### config.mk
export PLATFORM = sky130hd
export DESIGN_NAME = cop_mbox_regs
export DESIGN_NICKNAME = d
export VERILOG_FILES = /design/src/rtl/cmb_pkg.sv /design/src/rtl/cmb_bytebank.sv /design/src/rtl/cmb_ctrl.sv /design/src/rtl/cop_mbox_regs.sv
export SDC_FILE = /design/constraint.sdc
export NUM_CORES = 1
export LEC_CHECK = 0
export ABC_CLOCK_PERIOD_IN_PS = 2600
export BUFFER_PORTS_ARGS = -buffer_cell sky130_fd_sc_hd__buf_2
export CAP_MARGIN = 20
export CORE_ASPECT_RATIO = 1.4
export CORE_MARGIN = 2
export CORE_UTILIZATION = 63
export CTS_BUF_LIST = sky130_fd_sc_hd__clkbuf_2
export DETAILED_ROUTE_END_ITERATION = 16
export PLACE_DENSITY = 0.79
export SYNTH_ARGS = -nofsm -noshare
export SYNTH_HDL_FRONTEND = slang
export SYNTH_SLANG_ARGS = --single-unit
export TNS_END_PERCENT = 1
### constraint.sdc
create_clock -name clk_i -period 2.6 [get_ports clk_i]
set_input_delay 0.39 -clock clk_i [delete_from_list [all_inputs] [get_ports clk_i]]
set_output_delay 0.39 -clock clk_i [all_outputs]
set_load 0.03 [all_outputs]
### src/rtl/cmb_pkg.sv
package cmb_pkg;
  localparam int IDX_W   = 6;
  localparam int AW      = 8;
  localparam int DW      = 16;
  localparam int CTRL_W  = 0;     // word index of IFL/control
  localparam int FLAG_W  = 7;     // word index of flag word (0x0E)
  localparam int M2S_OFS = 16;    // byte offset 0x10
  localparam int S2M_OFS = 32;    // byte offset 0x20

  // lane 1 alone selects the high data byte, anything else the low one
  function automatic logic [7:0] lane_byte(input logic [1:0] be, input logic [DW-1:0] wd);
    return (be == 2'b10) ? wd[15:8] : wd[7:0];
  endfunction
endpackage

### src/rtl/cmb_bytebank.sv
module cmb_bytebank #(
  parameter int NBYTES = 16,
  parameter int BASE   = 16,
  parameter int IDX_W  = 6
) (
  input  logic              clk_i,
  input  logic              rst_ni,
  input  logic              we_i,
  input  logic [IDX_W-1:0]  idx_i,
  input  logic [1:0]        be_i,
  input  logic [15:0]       wdata_i,
  input  logic [IDX_W-1:0]  rd_idx_i,
  output logic              rd_hit_o,
  output logic [15:0]       rd_word_o
);
  localparam int NWORDS = NBYTES / 2;
  localparam int WBASE  = BASE / 2;

  logic [NBYTES-1:0][7:0] mem_q;
  logic unused_idx;
  assign unused_idx = idx_i[0] ^ rd_idx_i[0];

  for (genvar j = 0; j < NBYTES; j++) begin : g_byte
    localparam int WI   = (BASE + j) / 2;
    localparam int LANE = (j % 2 == 0) ? 1 : 0;
    logic [7:0] byte_q;
    always_ff @(posedge clk_i or negedge rst_ni) begin
      if (!rst_ni) byte_q <= '0;
      else if (we_i && idx_i[IDX_W-1:1] == (IDX_W-1)'(WI) && be_i[LANE])
        byte_q <= (LANE == 1) ? wdata_i[15:8] : wdata_i[7:0];
    end
    assign mem_q[j] = byte_q;
  end

  always_comb begin
    rd_hit_o  = 1'b0;
    rd_word_o = '0;
    for (int w = 0; w < NWORDS; w++) begin
      if (rd_idx_i[IDX_W-1:1] == (IDX_W-1)'(WBASE + w)) begin
        rd_hit_o  = 1'b1;
        rd_word_o = {mem_q[2*w], mem_q[2*w+1]};
      end
    end
  end

  AST_BANK_HOLD: assert property (@(posedge clk_i) disable iff (!rst_ni)
    !we_i |=> $stable(mem_q));
endmodule

### src/rtl/cmb_ctrl.sv
module cmb_ctrl #(
  parameter int PEND_W  = 8,
  parameter int IRQ_BIT = 2,
  localparam int LVL_W  = $clog2(PEND_W)
) (
  input  logic              clk_i,
  input  logic              rst_ni,
  input  logic              ctrl_we_i,
  input  logic [7:0]        ctrl_wdata_i,
  input  logic              ifl_set_i,
  input  logic [PEND_W-1:0] irq_mask_i,
  input  logic [PEND_W-1:0] pend_clr_i,
  output logic [7:0]        ctrl_o,
  output logic              ifl_o,
  output logic              sub_reset_o,
  output logic              sub_halt_o,
  output logic [LVL_W-1:0]  irq_lvl_o
);
  logic [7:0]        ctrl_q;
  logic              pulse_q, ifl_q, set_req;
  logic [PEND_W-1:0] pend_q, pend_d;

  assign set_req = ifl_set_i & irq_mask_i[IRQ_BIT];

  always_comb begin
    pend_d = pend_q & ~pend_clr_i;
    if (set_req) pend_d[IRQ_BIT] = 1'b1;  // set beats ack
  end

  always_ff @(posedge clk_i or negedge rst_ni) begin
    if (!rst_ni) begin
      ctrl_q  <= '0;
      pulse_q <= 1'b0;
      ifl_q   <= 1'b0;
      pend_q  <= '0;
    end else begin
      pulse_q <= ctrl_we_i & ctrl_wdata_i[0] & ~ctrl_q[0];
      if (ctrl_we_i) ctrl_q <= ctrl_wdata_i;
      pend_q <= pend_d;
      if (set_req) ifl_q <= 1'b1;
      else if (pend_clr_i[IRQ_BIT]) ifl_q <= 1'b0;
    end
  end

  // level = highest enabled pending bit from bit 1 upward (mask/pend >> 1)
  always_comb begin
    irq_lvl_o = '0;
    for (int i = 1; i < PEND_W; i++)
      if (pend_q[i] && irq_mask_i[i]) irq_lvl_o = LVL_W'(i);
  end

  assign ctrl_o      = ctrl_q;
  assign ifl_o       = ifl_q;
  assign sub_reset_o = pulse_q;
  assign sub_halt_o  = ~ctrl_q[0] | ctrl_q[1];

  AST_PULSE_EDGE: assert property (@(posedge clk_i) disable iff (!rst_ni)
    sub_reset_o |-> $rose(ctrl_q[0]));
  AST_PULSE_SINGLE: assert property (@(posedge clk_i) disable iff (!rst_ni)
    sub_reset_o |=> !sub_reset_o);
  AST_IFL_NEEDS_MASK: assert property (@(posedge clk_i) disable iff (!rst_ni)
    $rose(pend_q[IRQ_BIT]) |-> $past(irq_mask_i[IRQ_BIT]));
  AST_LVL_VALID: assert property (@(posedge clk_i) disable iff (!rst_ni)
    (irq_lvl_o != '0) |-> (pend_q[irq_lvl_o] && irq_mask_i[irq_lvl_o]));
endmodule

### src/rtl/cop_mbox_regs.sv
module cop_mbox_regs
  import cmb_pkg::*;
#(
  parameter int MBOX_BYTES = 16,
  parameter int PEND_W     = 8,
  parameter int IRQ_BIT    = 2
) (
  input  logic                       clk_i,
  input  logic                       rst_ni,
  input  logic                       m_we_i,
  input  logic [AW-1:0]              m_addr_i,
  input  logic [1:0]                 m_be_i,
  input  logic [DW-1:0]              m_wdata_i,
  output logic [DW-1:0]              m_rdata_o,
  input  logic                       s_we_i,
  input  logic [IDX_W-1:0]           s_addr_i,
  input  logic [1:0]                 s_be_i,
  input  logic [DW-1:0]              s_wdata_i,
  input  logic [PEND_W-1:0]          s_irq_ack_i,
  input  logic [PEND_W-1:0]          irq_mask_i,
  output logic                       sub_reset_o,
  output logic                       sub_halt_o,
  output logic [$clog2(PEND_W)-1:0]  sub_irq_lvl_o
);
  logic [IDX_W-1:0] m_idx;
  logic [IDX_W-2:0] m_word, s_word;
  logic             ctrl_we, ifl_set, m_flag_we, s_flag_we, ifl;
  logic [7:0]       ctrl, main_flag_q, sub_flag_q;
  logic             m2s_hit, s2m_hit;
  logic [DW-1:0]    m2s_word, s2m_word;
  logic             unused_addr;

  assign m_idx       = m_addr_i[IDX_W-1:0];   // bits 7:6 mirror the window
  assign unused_addr = ^m_addr_i[AW-1:IDX_W];
  assign m_word      = m_idx[IDX_W-1:1];
  assign s_word      = s_addr_i[IDX_W-1:1];

  assign ctrl_we   = m_we_i && m_word == (IDX_W-1)'(CTRL_W) && m_be_i[0];
  assign ifl_set   = m_we_i && m_word == (IDX_W-1)'(CTRL_W) && m_be_i[1] && m_wdata_i[8];
  assign m_flag_we = m_we_i && m_word == (IDX_W-1)'(FLAG_W) && (m_be_i != 2'b00);
  assign s_flag_we = s_we_i && s_word == (IDX_W-1)'(FLAG_W) && (s_be_i != 2'b00);

  always_ff @(posedge clk_i or negedge rst_ni) begin
    if (!rst_ni) begin
      main_flag_q <= '0;
      sub_flag_q  <= '0;
    end else begin
      if (m_flag_we) main_flag_q <= lane_byte(m_be_i, m_wdata_i);
      if (s_flag_we) sub_flag_q  <= lane_byte(s_be_i, s_wdata_i);
    end
  end

  cmb_ctrl #(.PEND_W(PEND_W), .IRQ_BIT(IRQ_BIT)) u_ctrl (
    .clk_i, .rst_ni,
    .ctrl_we_i(ctrl_we), .ctrl_wdata_i(m_wdata_i[7:0]), .ifl_set_i(ifl_set),
    .irq_mask_i, .pend_clr_i(s_irq_ack_i),
    .ctrl_o(ctrl), .ifl_o(ifl),
    .sub_reset_o, .sub_halt_o, .irq_lvl_o(sub_irq_lvl_o)
  );

  cmb_bytebank #(.NBYTES(MBOX_BYTES), .BASE(M2S_OFS), .IDX_W(IDX_W)) u_m2s (
    .clk_i, .rst_ni, .we_i(m_we_i), .idx_i(m_idx), .be_i(m_be_i), .wdata_i(m_wdata_i),
    .rd_idx_i(m_idx), .rd_hit_o(m2s_hit), .rd_word_o(m2s_word)
  );

  cmb_bytebank #(.NBYTES(MBOX_BYTES), .BASE(S2M_OFS), .IDX_W(IDX_W)) u_s2m (
    .clk_i, .rst_ni, .we_i(s_we_i), .idx_i(s_addr_i), .be_i(s_be_i), .wdata_i(s_wdata_i),
    .rd_idx_i(m_idx), .rd_hit_o(s2m_hit), .rd_word_o(s2m_word)
  );

  always_comb begin
    if (m_word == (IDX_W-1)'(CTRL_W))      m_rdata_o = {7'b0, ifl, ctrl};
    else if (m_word == (IDX_W-1)'(FLAG_W)) m_rdata_o = {main_flag_q, sub_flag_q};
    else if (m2s_hit)                      m_rdata_o = m2s_word;
    else if (s2m_hit)                      m_rdata_o = s2m_word;
    else                                   m_rdata_o = '0;
  end

  AST_MAIN_FLAG_OWNED: assert property (@(posedge clk_i) disable iff (!rst_ni)
    !(m_we_i && m_word == (IDX_W-1)'(FLAG_W)) |=> $stable(main_flag_q));
  AST_SUB_FLAG_OWNED: assert property (@(posedge clk_i) disable iff (!rst_ni)
    !(s_we_i && s_word == (IDX_W-1)'(FLAG_W)) |=> $stable(sub_flag_q));
endmodule

# Word level (Yosys, flattened, before mapping)
# Index checks and enable logic that the tools add are counted.
# word_totals
in_bits	70
latchBits	0
mem_bits_rw	0
word_cells	188
memories	0
register_bits	290
mem_bits_ro	0
# classes
eq_ne	28
add_sub_neg	0
order_cmp	0
mux	48
n_shift	0
multipliers	0
n_bitwise	7
div	0
reduce_logical	67
# op_table
op	n
16-bit two-way mux	20
5-bit equality test (second input constant)	16
1-bit logical AND	63
5-bit by 4-bit equality test with 1-bit output (second input constant)	8
1-bit two-way mux	20
8-bit two-way mux	2
3-bit two-way mux	4
5-bit by 3-bit equality test with 1-bit output (second input constant)	2
8-bit AND	1
8-bit NOT	1
2-bit nonzero test	3
5-bit zero test	1
2-bit equality test (second input constant)	2
2-bit two-way mux	2
1-bit AND	3
1-bit NOT	1
1-bit OR	1

# Depth between registers and ports, before layout
# depth
ltp_word	13
ltp_mapped	9
ltp_nobuf	5

# By module
# Synthesis repeated with hierarchy kept, for this count alone.
# hier_totals
hier_cells	1123
area_unflattened_um2	14336.2
# modules_own_cells
module	area_per_inst_um2	instances	cells_each	seq_area_each_um2
cmb_bytebank at u_m2s	6173.4	1	478	3203.1
cmb_bytebank at u_s2m	6163.4	1	444	3203.1
cop_mbox_regs	1333.8	1	148	400.4
cmb_ctrl	665.6	1	53	425.4

# Worst setup path after synthesis
# OpenSTA, ideal clock, no wires.
# synth_timing
kind	input to output
startpoint	input m_addr_i[3]
endpoint	output m_rdata_o[14]
arrival_ns	2.420
stages	8
path_slack_ns	-0.210
required_time_ns	2.210
path_buffers	4
path_cell_list	buf_2 buf_6 buf_2 buf_1 a21oi_1 a31oi_1 a211oi_1 o41ai_1
# synth_between
elab_chain_cells	13
# synth_rtl
element	line	text
from (decl)	cop_mbox_regs.sv:11	input logic [AW-1:0] m_addr_i,
5-bit equality test	cmb_bytebank.sv:39	if (rd_idx_i[IDX_W-1:1] == (IDX_W-1)'(WBASE + w)) begin
16-bit two-way mux / 1-bit two-way mux (equally long branches) (8 in a row)	cmb_bytebank.sv:39	
16-bit two-way mux	cop_mbox_regs.sv:75	else if (s2m_hit) m_rdata_o = s2m_word;
16-bit two-way mux	cop_mbox_regs.sv:74	else if (m2s_hit) m_rdata_o = m2s_word;
16-bit two-way mux	cop_mbox_regs.sv:73	else if (m_word == (IDX_W-1)'(FLAG_W)) m_rdata_o = {main_flag_q, sub_flag_q};
16-bit two-way mux (*)	cop_mbox_regs.sv:72	if (m_word == (IDX_W-1)'(CTRL_W)) m_rdata_o = {7'b0, ifl, ctrl};
to (decl)	cop_mbox_regs.sv:14	output logic [DW-1:0] m_rdata_o,
# Every way passes the cells marked *; elsewhere a longest branch is shown, timed or not.

# Worst setup path in the final report
# layout_timing
startpoint	register u_s2m.g_byte[4].byte_q[1]
endpoint	output m_rdata_o[9]
# layout_between
elab_chain_cells	10
# layout_rtl
element	line	text
from (decl)	cmb_bytebank.sv:26	logic [7:0] byte_q;
from (signal assigned)	cmb_bytebank.sv:30	byte_q <= (LANE == 1) ? wdata_i[15:8] : wdata_i[7:0];
16-bit two-way mux (6 in a row)	cmb_bytebank.sv:39	
16-bit two-way mux	cop_mbox_regs.sv:75	
16-bit two-way mux	cop_mbox_regs.sv:74	
16-bit two-way mux	cop_mbox_regs.sv:73	
16-bit two-way mux	cop_mbox_regs.sv:72	
# Every way passes these cells.

==> impl_metrics.env <==
export IMPL_dpl_worst_slack_ns=-0.314
export IMPL_layout_commonest_cell="dfrtp_1"
export IMPL_grt_overflow_total=0
export IMPL_ys_ff_latch=289
export IMPL_met3_length_mm=3.11
export IMPL_antenna_found_initial=1
export IMPL_io_buffers=84
export IMPL_synthesis_area_mm2=0.0142
export IMPL_clock_skew_ns=0.0000418
export IMPL_synth_edf_count=0
export IMPL_die_y_um=181
export IMPL_met1_length_mm=15.9
export IMPL_end_kind="primary output"
export IMPL_period_needed_ns=2.95
export IMPL_cp_max_fo=2
export IMPL_h_tree_depth=3
export IMPL_via_count=11700
export IMPL_final_cell_mix="dfrtp_1 (289), mux2_2 (181), buf_4 (153)"
export IMPL_start_util_pct=64.5
export IMPL_synthFlopType="dfrtp_1"
export IMPL_finalSetupViolations=16
export IMPL_cts_buffers=72
export IMPL_grt_setup_unrepaired="true"
export IMPL_drv_cap=0
export IMPL_slowest_delay_ns=0.42
export IMPL_power_density_mw_per_mm2=584
export IMPL_setup_ws_ns=-0.350
export IMPL_tritoncts="yes"
export IMPL_clock_fmax_mhz=339
export IMPL_die_area_mm2=0.0237
export IMPL_cpMaxStageDelayCell="dfrtp_1"
export IMPL_dr_max_layer_used="met4"
export IMPL_crit_type="reg -> out"
export IMPL_yosysUniqueCellTypes=72
export IMPL_ioPinCount=91
export IMPL_crit_family="compound AO/OA/AOI/OAI gates"
export IMPL_p_leak_nw=8.32
export IMPL_clk_pin_slew_ns=0.11
export IMPL_vias_per_cell=6.45
export IMPL_max_slew_margin_pct=61.0
export IMPL_cp_data_required_time_ns=2.21
export IMPL_slew_viol_final=0
export IMPL_ys_seq_area_share_pct=51.1
export IMPL_place_congestion=1.03
export IMPL_arrival_ns=2.56
export IMPL_clk_path_buf_depth=3
export IMPL_dp_final_hpwl_mm=30.2
export IMPL_core_area_mm2=0.0219
export IMPL_hold_ws_ns=0.0792
export IMPL_start_kind="flop"
export IMPL_finalHoldViolCount=0
export IMPL_drive_gt1_share_pct=39.9
export IMPL_drc=0
export IMPL_synthCells=1179
export IMPL_area_growth_syn_to_layout_pct=22.1
export IMPL_hp_class="in -> async"
export IMPL_synthArstFlopShare_pct=100
export IMPL_yosys_warnings=0
export IMPL_drt_initial_drc_count=1124
export IMPL_worstMarginPinSlew_ns=0.585
export IMPL_drt_wl_total_mm=42.5
export IMPL_grt_max_degree=73
export IMPL_worstSkewPairLatency_ns=0.85
export IMPL_layoutNonFillerInstCount=1818
export IMPL_dieWidth_um=131
export IMPL_grtUsageTotal_pct=36.8
export IMPL_nNetsFinal=1540
export IMPL_fill_cells=1429
export IMPL_crit_path_cell_trace="mux2_4 > a221o_1 > a222oi_1 > o32ai_2 > buf_4"
export IMPL_post_cts_buffers=0
export IMPL_fin_crit_sh_pct=113
export IMPL_outcome="complete, but fails checks"
export IMPL_syn_avg_cell_area_um2=12.0
export IMPL_grt_pass1_wl_mm=66.0
export IMPL_numPlacedInstances=1647
export IMPL_first_global_vias=12200
export IMPL_firstDrtPassIters=6
export IMPL_dr_wl_met2_mm=21.0
export IMPL_cts_sinks=289
export IMPL_cts_root_buffer="clkbuf_2"
export IMPL_rows=64
export IMPL_wl_per_cell_um=23.4
export IMPL_ant_nets=0
export IMPL_vdd_drop_max_mv=0.386
export IMPL_fin_util_pct=78.8
export IMPL_violations="negative setup slack"
export IMPL_path_buf_inv=1
export IMPL_syn_nets=1249
-- layout make-up --
| cell class | instances | area, µm² | area share, % |
|---|---|---|---|
| Multi-Input combinational cell | 803 | 6730 | 38.9 |
| Clock buffer | 95 | 475 | 2.75 |
| Inverter | 16 | 60.1 | 0.347 |
| Timing Repair Buffer | 288 | 2270 | 13.1 |
| Antenna cell | 1 | 2.50 | 0.0145 |
| Tap cell | 297 | 372 | 2.15 |
| Sequential cell | 289 | 7230 | 41.8 |
| Clock inverter | 29 | 158 | 0.911 |
-- worst paths after layout --
| check | slack (ns) | endpoint | start | cells after the start |
|---|---|---|---|---|
| setup / recovery | -0.35 | m_rdata_o[9] | u_s2m.g_byte[4].byte_q[1] | 5 |
| hold / removal | 0.08 | u_m2s.g_byte[15].byte_q[2] | rst_ni | 2 |
| setup reg to reg | 1.19 | u_ctrl.sub_reset_o | u_ctrl.ctrl_o[0] | 2 |
| hold reg to reg | 0.50 | u_m2s.g_byte[12].byte_q[6] | u_m2s.g_byte[12].byte_q[6] | 1 |
| max in group asynchronous | 1.68 | u_s2m.g_byte[1].byte_q[3] | rst_ni | 3 |
| min in group clk_i | 0.09 | sub_flag_q[1] | s_addr_i[3] | 5 |
-- power by group --
group          internal [mW]  total, mW  switching (mW)  leakage (nW)
Clock                   1.11       2.99            1.88         0.470
Sequential              5.09       5.47           0.374          3.83
Combinational          0.839       1.65           0.812          4.02
Total                   7.05       10.1            3.06          8.32
-- logic make-up (layout without fill, tap and decap cells) --
group,after synthesis,in the layout,synth area share [%]
buf+inv,87,428,2.83
simple gates,245,245,9.37
mux,300,300,24.0
other cells,0,1,0
flops,289,289,51.1
compound gates,258,258,12.7
-- synthesized netlist by cell type (13+ instances only) --
library cell  count  share of area, %
buf_2            29               1.0
mux2_1           71               5.6
nor2b_1          29               1.3
dfrtp_1         289                51
mux2i_1          31               2.2
nor2_1           57               1.5
clkbuf_1         22              0.58
o22ai_1          17              0.75
a21oi_1          81               2.9
mux2_2          182                14
o221ai_1         18               1.1
o21ai_0          18              0.64
nand2_1          54               1.4
mux2_4           16               1.7
inv_1            13              0.34
nand3_1          23              0.81
-- registers in the layout, summed over array words and instances (netlist names) --
register / flops
sub_flag_q: 8
main_flag_q: 8
u_m2s.g_byte.byte_q: 128
u_ctrl.ctrl_o: 8
u_ctrl.pend_q: 7
u_ctrl.ifl_o: 1
u_s2m.g_byte.byte_q: 128
u_ctrl.sub_reset_o: 1
-- through the flow --
step	TNS (ns)	instance area (µm²)	power [mW]
global placement	-1.15	16000	6.96
detailed placement	-1.43	16000	7.06
floorplan	0	14200	6.37
CTS	-1.86	17300	10.1
global route	-3.21	17300	10.6
finish	-1.69	17300	10.1
-- layer usage --
layer  vias to the layer above  track usage [%]
met1                      5848             45.3
met2                       647             59.8
met3                       177             7.10
met4                         0             21.7
li1                       5047                -
met5                         -                0
-- timing repair --
action,in CTS,in global routing
hold endpoints to repair,538,0
hold buffers,46,0
pin swaps,11,1
endpoints found under the setup margin,16,16
resized for setup,45,11
(Power assumes the default switching activity.)
